**src/rtl/clkbyp_pkg.sv**
```systemverilog
package clkbyp_pkg;
  localparam int CodeW = 4;
  typedef logic [CodeW-1:0] code_t;

  localparam code_t MB_TRUE  = 4'h6;
  localparam code_t MB_FALSE = 4'h9;
  localparam code_t LC_ON    = 4'hA;

  // lane order for the request vectors
  localparam int LANE_IO   = 0;
  localparam int LANE_ALL  = 1;
  localparam int LANE_FAST = 2;
  localparam int NumLanes  = 3;

  function automatic logic mb_is_true(code_t v);
    return v == MB_TRUE;
  endfunction

  function automatic logic lc_is_on(code_t v);
    return v == LC_ON;
  endfunction

  function automatic code_t mb_encode(logic b);
    return b ? MB_TRUE : MB_FALSE;
  endfunction

  function automatic logic code_is_strict(code_t v);
    return (v == MB_TRUE) || (v == MB_FALSE);
  endfunction
endpackage

```
**src/rtl/clkbyp_decode.sv**
```systemverilog
module clkbyp_decode
  import clkbyp_pkg::*;
(
  input  code_t                sw_ext_sel,
  input  code_t                sw_fast_sel,
  input  code_t                lc_dbg_en,
  input  code_t                lc_byp_req,
  output logic [NumLanes-1:0]  lane_en
);
  logic dbg_ok;
  logic ext_ok;

  always_comb begin
    dbg_ok = lc_is_on(lc_dbg_en);
    ext_ok = mb_is_true(sw_ext_sel) && dbg_ok;
    lane_en            = '0;
    lane_en[LANE_IO]   = lc_is_on(lc_byp_req);
    lane_en[LANE_ALL]  = ext_ok;
    lane_en[LANE_FAST] = ext_ok && mb_is_true(sw_fast_sel);
  end
endmodule

```
**src/rtl/clkbyp_sync.sv**
```systemverilog
module clkbyp_sync #(
  parameter int STAGES = 1
) (
  input  logic clk,
  input  logic rst_n,
  input  logic d,
  output logic q
);
  logic stage_q [STAGES];

  for (genvar g = 0; g < STAGES; g++) begin : g_stage
    logic src;
    if (g == 0) begin : g_first
      assign src = d;
    end else begin : g_next
      assign src = stage_q[g-1];
    end
    always_ff @(posedge clk or negedge rst_n) begin
      if (!rst_n) stage_q[g] <= 1'b0;
      else        stage_q[g] <= src;
    end
  end

  assign q = stage_q[STAGES-1];
endmodule

```
**src/rtl/clkbyp_encode.sv**
```systemverilog
module clkbyp_encode
  import clkbyp_pkg::*;
(
  input  logic  clk,
  input  logic  rst_n,
  input  logic  en,
  output code_t code
);
  always_ff @(posedge clk or negedge rst_n) begin
    if (!rst_n) code <= MB_FALSE;
    else        code <= mb_encode(en);
  end
endmodule

```
**src/rtl/clkbyp_ctrl.sv**
```systemverilog
module clkbyp_ctrl
  import clkbyp_pkg::*;
#(
  parameter int SYNC_STAGES = 2
) (
  input  logic       clk,
  input  logic       rst_n,
  input  logic [3:0] sw_ext_sel,
  input  logic [3:0] sw_fast_sel,
  input  logic [3:0] lc_dbg_en,
  input  logic [3:0] lc_byp_req,
  output logic [3:0] io_byp_req,
  output logic [3:0] all_byp_req,
  output logic [3:0] fast_sel
);
  // flops ahead of the output register
  localparam int PreStages = SYNC_STAGES - 1;

  logic [NumLanes-1:0] lane_en;    // decoded enables
  logic [NumLanes-1:0] lane_sync;  // after the synchronizer flops
  code_t               lane_code [NumLanes];

  clkbyp_decode u_decode (
    .sw_ext_sel  (sw_ext_sel),
    .sw_fast_sel (sw_fast_sel),
    .lc_dbg_en   (lc_dbg_en),
    .lc_byp_req  (lc_byp_req),
    .lane_en     (lane_en)
  );

  for (genvar l = 0; l < NumLanes; l++) begin : g_lane
    if (PreStages > 0) begin : g_sync
      clkbyp_sync #(.STAGES(PreStages)) u_sync (
        .clk   (clk),
        .rst_n (rst_n),
        .d     (lane_en[l]),
        .q     (lane_sync[l])
      );
    end else begin : g_direct
      assign lane_sync[l] = lane_en[l];
    end
    clkbyp_encode u_enc (
      .clk   (clk),
      .rst_n (rst_n),
      .en    (lane_sync[l]),
      .code  (lane_code[l])
    );
  end

  assign io_byp_req  = lane_code[LANE_IO];
  assign all_byp_req = lane_code[LANE_ALL];
  assign fast_sel    = lane_code[LANE_FAST];
endmodule

```
**config.mk**
```make
export PLATFORM = sky130hd
export DESIGN_NAME = clkbyp_ctrl
export DESIGN_NICKNAME = d
export VERILOG_FILES = /design/src/rtl/clkbyp_pkg.sv /design/src/rtl/clkbyp_decode.sv /design/src/rtl/clkbyp_sync.sv /design/src/rtl/clkbyp_encode.sv /design/src/rtl/clkbyp_ctrl.sv
export SDC_FILE = /design/constraint.sdc
export NUM_CORES = 1
export LEC_CHECK = 0
export CORE_AREA = 2 2 39 41
export CTS_CLUSTER_DIAMETER = 30
export DETAILED_ROUTE_END_ITERATION = 7
export DIE_AREA = 0 0 41 43
export DONT_BUFFER_PORTS = 1
export PLACE_DENSITY = 0.43
export SLEW_MARGIN = 15
export SYNTH_ARGS = -nofsm -noshare
export SYNTH_HDL_FRONTEND = slang
export SYNTH_SLANG_ARGS = --single-unit
```
**constraint.sdc**
```tcl
create_clock -name clk -period 0.8 [get_ports clk]
set_input_delay 0.16 -clock clk [delete_from_list [all_inputs] [get_ports clk]]
set_output_delay 0.16 -clock clk [all_outputs]
set_load 0.01 [all_outputs]
```
# Word level (Yosys, flattened, before mapping)
# Index checks and enable logic that the tools add are counted.
word_totals:
  ff_bits: 15
  inputBits: 18
  output_inout_bits: 12
  wordCells: 15
op_classes:
  eq_ne: 4
  n_mux: 3
  reduce_logical: 2
op_table:
  columns: ["cell", "count"]
  rows:
  - ["$mux W4", 3]
  - ["$eq A4 B3 Y1 const B", 2]
  - ["$eq A4 B4 Y1 const B", 2]
  - ["$logic_and A1 B1 Y1", 2]

# Depth between registers and ports, before layout
logic_depth:
  ltp_word: 3
  depth_mapped: 2
  ltp_nobuf: 2

# By module
# From an unflattened synthesis, not the netlist that was laid out.
hier_totals:
  cells_unflattened: 25
  area_unflattened_um2: 350.3
by_module_without_submodules:
  columns: ["mod", "instances", "cells_per_inst", "area_per_inst_um2", "seq_area_each_um2"]
  rows:
  - ["clkbyp_encode", 3, 5, 70.1, 51.3]
  - ["clkbyp_sync", 3, 1, 25.0, 25.0]
  - ["clkbyp_decode", 1, 7, 65.1, 0.0]

# Least setup slack after synthesis
# Ideal clock, no wire load.
synth_timing:
  path_kind: "flip-flop to output port"
  start: "register, netlist name g_lane[1].u_enc.code[0]"
  end: "output port all_byp_req[3]"
  t_arrival_ps: 649
  required_ps: 640
  setup_slack_ps: -9
  stages_incl_launch_ff: 2
  path_buffers: 1
  cell_sequence: "dfstp_2 buf_4"
synth_rtl:
  columns: ["item", "line_no", "source"]
  rows:
  - ["end: declaration", "clkbyp_ctrl.sv:13", "output logic [3:0] all_byp_req,"]

# Worst setup path after layout
layout_timing:
  start: "register g_lane[0].u_enc.code[0]"
  end: "output port io_byp_req[0]"
layout_rtl:
  columns: ["item", "line_no", "source"]
  rows:
  - ["start: declaration", "clkbyp_encode.sv:7", "output code_t code"]
  - ["start signal: assignment", "clkbyp_encode.sv:11", "else code <= mb_encode(en);"]
  - ["end: declaration", "clkbyp_ctrl.sv:12", "output logic [3:0] io_byp_req,"]
# No word-level cell between the ends.

==> flow_metrics.py <==
metrics = {
    "outcome": {
        "outcome": "finished, violations left",
        "violations": "negative hold slack, negative setup slack",
    },
    "power": {
        "peakVddDrop_mv": 0.426,
        "p_leak_nw": 0.140,
        "p_per_area_nw_per_um2": 2330,
    },
    "floorplan": {
        "initial_core_util": 0.248,
        "core_area_sq_um": 1380,
        "die_w_um": 41,
        "fp-row-count": 14,
        "ios": 30,
        "dieHeight_um": 43,
        "dieArea_sq_um": 1760,
    },
    "timing": {
        "maxSlewHeadroom": 0.755,
        "slew_violations": 0,
        "fin_hold_ws_ns": -0.0375,
        "worst_pin_slew_ns": 0.366,
        "fin_crit_sh": 1.25,
        "hold_viol_final": 1,
        "grt_setup_unrepaired": "true",
        "period_needed_ns": 0.997,
        "clock-skew-final_ns": 0.00420,
        "fmax_mhz": 1000,
        "setup_slack_ns": -0.197,
        "setup_viol": 12,
    },
    "cts": {
        "clk_pin_slew_ns": 0.06,
        "root_buffer": "clkbuf_4",
        "cts.sinks": 9,
        "cts_tree": "done",
        "cts_buffers": 3,
        "post_cts_buffers": 0,
        "cts_hold_buf": 1,
        "cts_buffer_depth": 2,
        "htree_levels": 1,
        "clkLatencyLatePin_ns": 0.26,
    },
    "setup_path": {
        "endpoint_kind": "output port",
        "r2r_setup_slack_ns": 0.31,
        "start_kind": "flop",
        "cp_max_fo": 2,
        "criticalPathCategory": "reg2out",
        "arrival_ns": 0.84,
        "cp.required_ns": 0.64,
    },
    "routing": {
        "wl_per_cell_um": 12.2,
        "wl_um": 475,
        "drt-vias-per-instance": 4.44,
        "dr.pass1.iters": 2,
        "vias": 173,
        "drcViolationCount": 0,
        "antenna_left": 0,
        "drt_iter0_markers": 1,
    },
    "synth": {
        "syn_nets": 42,
        "seq_area_frac_synth": 0.668,
        "synth_top_area_frac": 0.438,
        "synth.avg_cell_area_sq_um": 14.3,
        "yosys_warnings": 0,
        "synth_top_area_cell": "dfrtp_1",
        "netlist_area_sq_um": 343,
        "synth_seq_cells": 9,
        "ys_types": 8,
        "synthCells": 24,
        "synth_area_leaders": "dfrtp_1 (44%), dfstp_2 (23%), buf_4 (13%)",
    },
    "grt": {
        "grt_pass1_vias": 208,
        "antenna_found_initial": 0,
        "grt_pass1_wl_um": 710,
        "grt_util_all_layers": 0.0701,
        "overflow": 0,
        "grt_max_degree": 10,
    },
    "placed_design": {
        "place_congestion": 0.556,
        "dpl-instance-area_sq_um": 318,
        "port-buffer-count": 0,
        "preCtsSetupSlack_ns": 0.0765,
    },
    "layout": {
        "syn_to_final_growth_pct": 4.38,
        "diodes": 0,
        "post-route-util": 0.259,
        "postLayoutCellArea_sq_um": 358,
        "fin_nets": 42,
        "drive_gt1_frac": 0.435,
    },
    "worst_hold_path": {
        "hold_path.class": "in2reg",
    },
    "flow_run": {
        "drv_cap": 0,
    },
}
report_power, final:
group | switching [W] | internal [W]
Sequential | 0.00000554 | 0.000462
Combinational | 0.0000104 | 0.0000121
Clock | 0.000151 | 0.000192
final timing paths:
path | from | to | cells past startpoint
max | g_lane[0].u_enc.code[0] | io_byp_req[0] | 0
min | lc_byp_req[0] | g_lane[0].g_sync.u_sync.q | 1
max reg2reg | g_lane[2].g_sync.u_sync.q | g_lane[2].u_enc.code[1] | 0
min reg2reg | g_lane[1].g_sync.u_sync.q | g_lane[1].u_enc.code[1] | 0
max in group asynchronous | rst_n | g_lane[1].u_enc.code[0] | 1
min in group asynchronous | rst_n | g_lane[0].g_sync.u_sync.q | 1
metrics by stage:
| step | TNS (ns) | power (W) | cells | hold slack (ns) |
|---|---|---|---|---|
| 2_1_floorplan | -0.00440 | 0.000491 | 24 | -0.136 |
| 3_3_place_gp | 0 | 0.000487 | 34 | -0.135 |
| 3_5_place_dp | 0 | 0.000487 | 34 | -0.135 |
| 4_1_cts | -1.65 | 0.000846 | 39 | -0.0401 |
| 5_1_grt | -1.93 | 0.000876 | 39 | -0.0459 |
| 6_report | -1.53 | 0.000832 | 39 | -0.0375 |
layer usage:
| layer | GRT usage | routed length [um] | vias up |
|---|---|---|---|
| met1 | 0.0535 | 143 | 82 |
| li1 | - | - | 70 |
| met2 | 0.0813 | 239 | 21 |
| met5 | 0 | 0 | - |
| met4 | 0.127 | 0 | 0 |
| met3 | 0.0419 | 92 | 0 |
cells in the final DEF, fill, tap and decap left out:
cell	n
dfrtp_1	3
nor4bb_1	1
dfstp_2	3
inv_1	3
nor2_1	1
dfrtp_2	3
nand4bb_1	3
clkbuf_4	3
nor3_2	1
clkbuf_1	1
dlygate4sd3_1	1
registers in the layout, summed over array words and instances, names as in the netlist:
name	flops
g_lane.u_enc.code	6
g_lane.g_sync.u_sync.q	3
cell type report:
class / instances / area (sq um)
Inverter: 3 / 11.3
Timing Repair Buffer: 1 / 10.0
Fill cell: 155 / 1030
Clock buffer: 4 / 26.3
Multi-Input combinational cell: 6 / 57.6
Tap cell: 16 / 20.0
Sequential cell: 9 / 233
synth_stat cells:
library cell / count
dfstp_2: 3
nor2_1: 1
inv_1: 3
nand4bb_1: 3
buf_4: 6
nor3_2: 1
dfrtp_1: 6
nor4bb_1: 1
cells by family (layout without fill, tap and decap cells):
family,after synthesis,after routing,synth area share
flops,9,9,0.668
buf+inv,9,8,0.164
simple gates,6,6,0.168
what timing repair did:
item                                   in CTS  in global routing
setup endpoints to repair                  12                 12
endpoints found under the hold margin      10                  1
gates resized for setup                     2                  1
Note: power is estimated with default switching activity, not from simulation.
